--- src/rtl/nav_pkg.sv ---
package nav_pkg;
  localparam int NAV_W = 16;
  typedef logic [NAV_W-1:0] nav_t;

  // bit 15 marks a non-time value
  function automatic logic is_reservation(input nav_t d);
    return ~d[NAV_W-1];
  endfunction

  // strictly longer reservation replaces the running one
  function automatic logic longer_than(input nav_t cand, input nav_t cur);
    return cand > cur;
  endfunction

  function automatic nav_t dec_sat(input nav_t v);
    return (v == '0) ? v : nav_t'(v - 1'b1);
  endfunction
endpackage

--- src/rtl/nav_tick_gen.sv ---
module nav_tick_gen #(
  parameter int DIV_W = 8
) (
  input  logic             clk,
  input  logic             rst,
  input  logic [DIV_W-1:0] cfg_div,
  output logic             tick
);
  logic [DIV_W-1:0] phase_q;
  logic             wrap;

  assign wrap = (phase_q == cfg_div);
  assign tick = wrap;

  always_ff @(posedge clk) begin
    if (rst)       phase_q <= '0;
    else if (wrap) phase_q <= '0;
    else           phase_q <= phase_q + 1'b1;
  end

  assert_tick_gap_R2: assert property (@(posedge clk) disable iff (rst)
    (tick && cfg_div != '0 && $stable(cfg_div)) |=> !tick);
endmodule

--- src/rtl/nav_pending.sv ---
module nav_pending
  import nav_pkg::*;
(
  input  logic clk,
  input  logic rst,
  input  logic dur_valid,
  input  nav_t dur_value,
  input  logic frame_end,
  input  logic frame_abort,
  output logic pend_valid,
  output nav_t pend_val,
  output logic commit
);
  logic capture;

  assign capture = dur_valid && is_reservation(dur_value);
  assign commit  = frame_end && !frame_abort && pend_valid;

  always_ff @(posedge clk) begin
    if (rst) begin
      pend_valid <= 1'b0;
      pend_val   <= '0;
    end else if (frame_abort) begin
      pend_valid <= 1'b0;
    end else if (capture) begin
      pend_valid <= 1'b1;
      pend_val   <= dur_value;
    end else if (frame_end) begin
      pend_valid <= 1'b0;
    end
  end

  assert_abort_drop_R6: assert property (@(posedge clk) disable iff (rst)
    frame_abort |=> !pend_valid);

  assert_flag_ignored_R7: assert property (@(posedge clk) disable iff (rst)
    (dur_valid && dur_value[NAV_W-1] && !frame_abort && !frame_end)
      |=> ($stable(pend_valid) && $stable(pend_val)));

  assert_abort_wins_R9: assert property (@(posedge clk) disable iff (rst)
    (frame_abort && frame_end) |-> !commit);
endmodule

--- src/rtl/nav_counter.sv ---
module nav_counter
  import nav_pkg::*;
(
  input  logic clk,
  input  logic rst,
  input  logic tick,
  input  logic commit,
  input  nav_t pend_val,
  output nav_t nav_q
);
  logic take;

  assign take = commit && longer_than(pend_val, nav_q);

  always_ff @(posedge clk) begin
    if (rst)       nav_q <= '0;
    else if (take) nav_q <= pend_val;
    else if (tick) nav_q <= dec_sat(nav_q);
  end

  assert_load_R4: assert property (@(posedge clk) disable iff (rst)
    (commit && pend_val > nav_q) |=> (nav_q == $past(pend_val)));

  assert_keep_R5: assert property (@(posedge clk) disable iff (rst)
    (commit && pend_val <= nav_q && !tick) |=> $stable(nav_q));

  assert_floor_R2: assert property (@(posedge clk) disable iff (rst)
    (nav_q == '0 && !commit) |=> (nav_q == '0));

  assert_idle_hold_R2: assert property (@(posedge clk) disable iff (rst)
    (!commit && !tick) |=> $stable(nav_q));
endmodule

--- src/rtl/nav_timer.sv ---
module nav_timer
  import nav_pkg::*;
#(
  parameter int DIV_W = 8
) (
  input  logic             clk,
  input  logic             rst,
  input  logic [DIV_W-1:0] cfg_div,
  input  logic             dur_valid,
  input  logic [15:0]      dur_value,
  input  logic             frame_end,
  input  logic             frame_abort,
  input  logic             cca_busy,
  output logic             nav_busy,
  output logic             medium_idle
);
  logic tick;
  logic pend_valid;
  logic commit;
  nav_t pend_val;
  nav_t nav_q;

  nav_tick_gen #(.DIV_W(DIV_W)) u_tick (
    .clk(clk), .rst(rst), .cfg_div(cfg_div), .tick(tick)
  );

  nav_pending u_pend (
    .clk(clk), .rst(rst), .dur_valid(dur_valid), .dur_value(dur_value),
    .frame_end(frame_end), .frame_abort(frame_abort),
    .pend_valid(pend_valid), .pend_val(pend_val), .commit(commit)
  );

  nav_counter u_cnt (
    .clk(clk), .rst(rst), .tick(tick), .commit(commit),
    .pend_val(pend_val), .nav_q(nav_q)
  );

  assign nav_busy    = (nav_q != '0);
  assign medium_idle = !nav_busy && !cca_busy;

  assert_no_growth_R3: assert property (@(posedge clk) disable iff (rst)
    !commit |=> (nav_q <= $past(nav_q)));

  assert_reset_R1: assert property (@(posedge clk)
    rst |=> (nav_q == '0 && !pend_valid));
endmodule

--- config.mk ---
export PLATFORM = sky130hd
export DESIGN_NAME = nav_timer
export DESIGN_NICKNAME = d
export VERILOG_FILES = /design/src/rtl/nav_pkg.sv /design/src/rtl/nav_tick_gen.sv /design/src/rtl/nav_pending.sv /design/src/rtl/nav_counter.sv /design/src/rtl/nav_timer.sv
export SDC_FILE = /design/constraint.sdc
export NUM_CORES = 1
export LEC_CHECK = 0
export ABC_AREA = 0
export ABC_CLOCK_PERIOD_IN_PS = 4200
export BUFFER_PORTS_ARGS = -buffer_cell sky130_fd_sc_hd__buf_4
export CORE_ASPECT_RATIO = 0.5
export CORE_MARGIN = 4
export CORE_UTILIZATION = 29
export DETAILED_ROUTE_END_ITERATION = 16
export GPL_TIMING_DRIVEN = 0
export PLACE_DENSITY = 0.46
export REMOVE_ABC_BUFFERS = 1
export SYNTH_ARGS = -nofsm -noshare
export SYNTH_HDL_FRONTEND = slang
export SYNTH_HIERARCHICAL = 1
export SYNTH_SLANG_ARGS = --single-unit
--- constraint.sdc ---
create_clock -name clk -period 4.2 [get_ports clk]
set_clock_uncertainty 0.1 [all_clocks]
set_input_delay 0.21 -clock clk [delete_from_list [all_inputs] [get_ports clk]]
set_output_delay 0.21 -clock clk [all_outputs]
set_load 0.02 [all_outputs]
==> results of run 1 <==
[stage by stage]
stage / cell area (um2) / util / hold WS [ns]
detailed placement: 3010 / 0.337 / 0.318
finish: 3150 / 0.353 / 0.0288
floorplan: 2610 / - / 0.180
global placement: 2980 / 0.335 / 0.296
CTS: 3150 / 0.353 / 0.0193
global route: 3150 / 0.353 / 0.0216
[worst reg2reg max path, delay by kind of cell, from the launching register on]
kind,cells,cell delay [ns]
AND/OR/NAND/NOR,5,1.84
AO/OA/AOI/OAI,3,0.53
XOR/XNOR,1,0.14
flip-flops,1,0.46
[power by group]
part / switching [W] / internal (W)
registers: 0.0000112 / 0.000399
logic: 0.0000832 / 0.0000642
clock network: 0.000146 / 0.000233
total: 0.000241 / 0.000697
[logic make-up (layout without fill, tap and decap cells)]
logic type	after synthesis	after routing
simple gates	97	97
compound gates	67	67
buf+inv	47	71
flops	41	41
fa+ha+maj	18	18
mux	17	17
xor+xnor	16	16
[layer usage]
layer	share of wire	vias to the layer above	wire length (um)
met5	0	-	0
met3	0.046	2	283
li1	-	1137	-
met4	0.0054	0	33
met1	0.54	1021	3280
met2	0.41	35	2500
[path summary, 6_finish.rpt]
check,start,end,slack (ns),cells after the start
max,u_tick/phase_q[3],u_cnt/nav_q[15],0.99,9
min,frame_abort,u_pend/pend_valid,0.03,2
max reg2reg,u_tick/phase_q[3],u_cnt/nav_q[15],0.99,9
min reg2reg,u_pend/pend_val[6],u_cnt/nav_q[6],0.37,2
[registers in the layout, summed over array words and instances, names as in the netlist]
| signal | flops |
|---|---|
| u_pend/pend_val | 16 |
| u_pend/pend_valid | 1 |
| u_cnt/nav_q | 16 |
| u_tick/phase_q | 8 |
[area by class of cell]
cell class	count	area [um2]
Timing Repair Buffer	32	248
Sequential cell	41	821
Tap cell	117	146
Fill cell	927	5770
Multi-Input combinational cell	215	1670
Clock buffer	7	143
Inverter	32	120
[cell usage in the layout (no fill, tap or decap), types with 2 or more instances in the layout]
cell type,count
a211oi_1,24
a21o_1,2
a21oi_1,18
a221oi_1,7
a31oi_1,2
and2_1,3
buf_4,31
clkbuf_16,5
dfxtp_1,41
ha_1,18
inv_1,32
mux2i_1,16
nand2_1,6
nand2b_1,18
nand2b_2,15
nand3_1,7
nand4_1,10
nor2_1,6
nor2b_1,2
nor3_1,3
nor3b_1,2
nor4_1,6
nor4_4,2
o21ai_0,9
or3_1,5
or4_1,2
xnor2_1,6
xor2_1,10
==> reports/metrics.cfg, run 1 <==
[die]
initial_core_util = 0.304
die_x_um = 145
core_um2 = 8920
die-area_um2 = 11100
ios = 32
std_cell_rows = 24
die_h_um = 76.4

[grt]
grt_max_degree = 58
grt_util_met1 = 0.170
grt-ovfl-total = 0
met3_usage = 0.0320
grt.total_usage = 0.115
grtUsageMet2 = 0.165
grt.busiest_layer = met1
grt_pass1_vias = 2138
grt_pass1_wl_mm = 10.5
grt_antenna_before_repair = 0

[sta]
tns_ns = 0
setup_ws_ns = 0.992
period_needed_ns = 3.21
slew_violations = 0
fmax_mhz = 312
tightest_slew_ns = 1.22
setup_viol_count_final = 0
maxSlewHeadroom = 0.186
post-route-period-util = 0.764
hold_viol = 0
rsz0062_at_grt = no

[power]
p_leak_nw = 1.10
p_per_area_nw_per_um2 = 298
fin_total_pwr_w = 0.000937
irDropWorstVdd_mv = 0.141

[logic_synthesis]
synth_adder_area_share = 0.0829
ys.flop_type = dfxtp_1
synth_area_leaders = dfxtp_1 (30%), ha_1 (8.3%), a211oi_1 (6.6%)
yosys.area.top_type = dfxtp_1
synth-xor-area-share = 0.0516
synth_edf_count = 0
synth_seq_cells = 41
synth.top_cell.area_share = 0.302
synth_commonest_cells = dfxtp_1 (41), inv_1 (32), a211oi_1 (24)
synth_top_family_by_area = simple AND/OR/NAND/NOR gates
syn_avg_cell_area_um2 = 8.96
synthSimpleGateAreaFrac = 0.251
yosysMostFrequentCell = dfxtp_1
muxShareOfSynthArea = 0.0631
synth_cells = 303
yosysUniqueCellTypes = 47
yosys_warnings = 6
seq_area_frac_synth = 0.302
synthArstFlopShare = 0
synth-compound-area-share = 0.165
syn_area_um2 = 2720

[finish]
area_growth_syn_to_layout_pct = 15.9
fin_nets = 375
n_antenna_cell = 0
final_cells = 444
drive_above_1_share = 0.196

[setup_path]
worst_setup_path_start_kind = flip-flop
critPathKind = reg2reg
crit_chain = xor2_1 -> nor4_4 -> and2_1 -> or4b_1 -> nor3_2 -> nand3_1 -> o31a_1 -> a211oi_1 -> a211oi_1
crit_path_top_delay_cell = or4b_1
crit_arrival_ns = 3.25
crit_family = simple AND/OR/NAND/NOR gates
cp.required_ns = 4.24
cp_num_buf_inv = 0
crit_top_cell = a211oi_1
critPathCaptureType = flip-flop
cpPeakStageDelay_ns = 0.52
crit_fanout = 9

[detailed_routing]
drc = 0
via_per_inst = 4.94
ant_nets = 0
wl_per_cell_um = 13.7
drt-total-wl_mm = 6.09
drt_iter0_markers = 90
vias = 2195
drtPass1Iterations = 4

[status]
status = completed

[clock_network]
cts_root_buf = clkbuf_16
htree_levels = 2
numCtsBuffers = 5
cts_setup_buffers = 0
clock_sinks = 41
ctsResizeCount = 0
clk_latency_ns = 0.28
clkSlewWorstSetupHoldPaths_ns = 0.06
cts_hold_buffers = 0
cts_tree = done
cts_buffer_depth = 2

[place]
dp_cells = 437
dpl.hpwl_mm = 4.55
io_buffers = 31
dp_slack_ns = 1.01
routabilityCongestion = 0.795

[flow_run]
drv_cap = 0

[min_path]
hold_class = in2reg

No activity file was read; power rests on OpenSTA's default activity.
==> run 2: changes to the inputs <==
--- a/config.mk
+++ b/config.mk
@@ -6,14 +6,14 @@
 export NUM_CORES = 1
 export LEC_CHECK = 0
 export ABC_AREA = 0
-export ABC_CLOCK_PERIOD_IN_PS = 4200
+export ABC_CLOCK_PERIOD_IN_PS = 2650
 export BUFFER_PORTS_ARGS = -buffer_cell sky130_fd_sc_hd__buf_4
 export CORE_ASPECT_RATIO = 0.5
 export CORE_MARGIN = 4
 export CORE_UTILIZATION = 29
 export DETAILED_ROUTE_END_ITERATION = 16
 export GPL_TIMING_DRIVEN = 0
-export PLACE_DENSITY = 0.46
+export PLACE_DENSITY = 0.48
 export REMOVE_ABC_BUFFERS = 1
 export SYNTH_ARGS = -nofsm -noshare
 export SYNTH_HDL_FRONTEND = slang
==> constraint.sdc (replaced) <==
create_clock -name clk -period 2.65 [get_ports clk]
set_clock_uncertainty 0.1 [all_clocks]
set_input_delay 0.1325 -clock clk [delete_from_list [all_inputs] [get_ports clk]]
set_output_delay 0.1325 -clock clk [all_outputs]
set_load 0.02 [all_outputs]
==> reports/metrics.cfg, run 2 (same netlist as run 1, synthesis figures left out) <==
[setup_path]
reg2reg_from = u_tick/phase_q[3]
critPathKind = reg2reg
crit_fanout = 4
regToRegSetupSlack_ns = -0.003
startpoint = u_tick/phase_q[3]
critPathCaptureType = flip-flop
r2r_cells = 9
worst_setup_path_start_kind = flip-flop
r2r-end = u_cnt/nav_q[15]
crit_arrival_ns = 2.70
cp.required_ns = 2.70
crit_path_end = u_cnt/nav_q[15]

[detailed_routing]
ant_nets = 0
vias = 2330
drt_iter0_markers = 127
drc = 0
wl_per_cell_um = 14.4
via_per_inst = 5.04
drt-total-wl_mm = 6.66
drtPass1Iterations = 4

[sta]
tns_ns = -0.00252
fmax_mhz = 377
rsz0062_at_grt = yes
slew_violations = 0
post-route-period-util = 1.00
tightest_slew_ns = 0.753
setup_viol_count_final = 1
period_needed_ns = 2.65
setup_ws_ns = -0.00252
hold_viol = 0
maxSlewHeadroom = 0.497

[finish]
area_growth_syn_to_layout_pct = 26.4
layout_common_cells = buf_4 (46), inv_1 (32), dfxtp_1 (30)
reg_top3 = u_cnt/nav_q: 16 flops, u_pend/pend_val: 16 flops, u_tick/phase_q: 8 flops
final_cells = 462
layout_commonest_cell = buf_4
final_core_util = 0.385
n_antenna_cell = 0
fin_nets = 392
drive_above_1_share = 0.333
design_area_um2 = 3430
nFillCells = 869

[grt]
grt_antenna_before_repair = 0
grt_max_degree = 58
grt_pass1_wl_mm = 10.9
grt-ovfl-total = 0
grt.total_usage = 0.121
grt_pass1_vias = 2215

[clock_network]
cts_root_buf = clkbuf_16
clk_latency_ns = 0.29
clkSlewWorstSetupHoldPaths_ns = 0.06
clock_sinks = 41
cts_tree = done
htree_levels = 2
cts_buffer_depth = 2
numCtsBuffers = 5

[die]
die-area_um2 = 11100
die_h_um = 76.4
std_cell_rows = 24
core_um2 = 8920
initial_core_util = 0.304
ios = 32
die_x_um = 145

[power]
irDropWorstVdd_mv = 0.250
p_leak_nw = 1.23
p_per_area_nw_per_um2 = 454

[min_path]
hold_class = in2reg

[place]
dp_cells = 437
place_area_um2 = 3010
routabilityCongestion = 0.818
dpl.hpwl_mm = 4.55
io_buffers = 31

[status]
status = complete, but fails checks
violations = negative setup slack

[flow_run]
drv_cap = 0

-- run 2: cell types whose count changed in the layout (fill, tap and decap cells not counted), moves of 3 or more --
cell      previous run  this run
dfxtp_4              0         4
xor2_1              10         6
xor2_2               0         4
a211oi_2             0         3
dfxtp_2              0         7
dfxtp_1             41        30
a211oi_1            24        21
buf_4               31        46
-- run 2: worst min path at each step --
stage | startpoint | to | slack [ns] | depth (start not counted)
global placement | frame_abort | u_pend/pend_valid | 0.22 | 2
global route | dur_value[3] | u_pend/pend_val[3] | 0.01 | 3
floorplan | rst | u_pend/pend_val[15] | 0.10 | 1
finish | dur_value[2] | u_pend/pend_val[2] | 0.01 | 3
detailed placement | frame_abort | u_pend/pend_valid | 0.24 | 2
CTS | dur_value[2] | u_pend/pend_val[2] | 0.007 | 3
-- run 2: through the flow --
step | power (W) | worst slack, ns | hold WS (ns)
after floorplan | 0.000798 | -0.0915 | 0.102
after global placement | 0.000893 | -0.562 | 0.219
after detailed placement | 0.000899 | -0.637 | 0.241
after CTS | 0.00152 | -0.0347 | 0.00719
after global routing | 0.00163 | -0.136 | 0.0137
final | 0.00156 | -0.00252 | 0.0116
-- run 2: repair_timing --
item	4_1_cts	5_1_grt
pin swaps	9	9
endpoints found under the setup margin	16	16
hold buffers	1	0
resized for setup	17	27
endpoints found under the hold margin	1	0
buffers inserted	7	10
-- run 2: layout make-up --
cell class,count,area [um2],area share
Multi-Input combinational cell,215,1810,0.526
Sequential cell,41,845,0.246
Inverter,32,120,0.0350
Tap cell,117,146,0.0427
Clock buffer,6,129,0.0376
Clock inverter,2,10.0,0.00292
Timing Repair Buffer,49,375,0.109
-- run 2: routing by layer --
| layer | wire [um] | global-route usage | part of all wire | up-vias |
|---|---|---|---|---|
| met5 | 0 | 0 | 0 | - |
| met4 | 106 | 0.0410 | 0.016 | 0 |
| met3 | 244 | 0.0238 | 0.037 | 12 |
| met2 | 2840 | 0.180 | 0.43 | 47 |
| met1 | 3470 | 0.173 | 0.52 | 1099 |
| li1 | - | - | - | 1172 |
-- run 2: report_power, final --
part | internal [W] | switching, W | total, W
combinational | 0.000152 | 0.000163 | 0.000315
clock | 0.000346 | 0.000248 | 0.000594
sequential | 0.000631 | 0.0000178 | 0.000649
total | 0.00113 | 0.000429 | 0.00156
-- run 2: critical path, stage by stage, from the launching register on --
cell      delay [ns]
dfxtp_4         0.36
xor2_2          0.16
nor4_4          0.32
and2_4          0.22
or4b_4          0.50
nor3_4          0.17
nand3_2         0.15
o31a_1          0.28
a211oi_2        0.18
a211oi_1        0.07
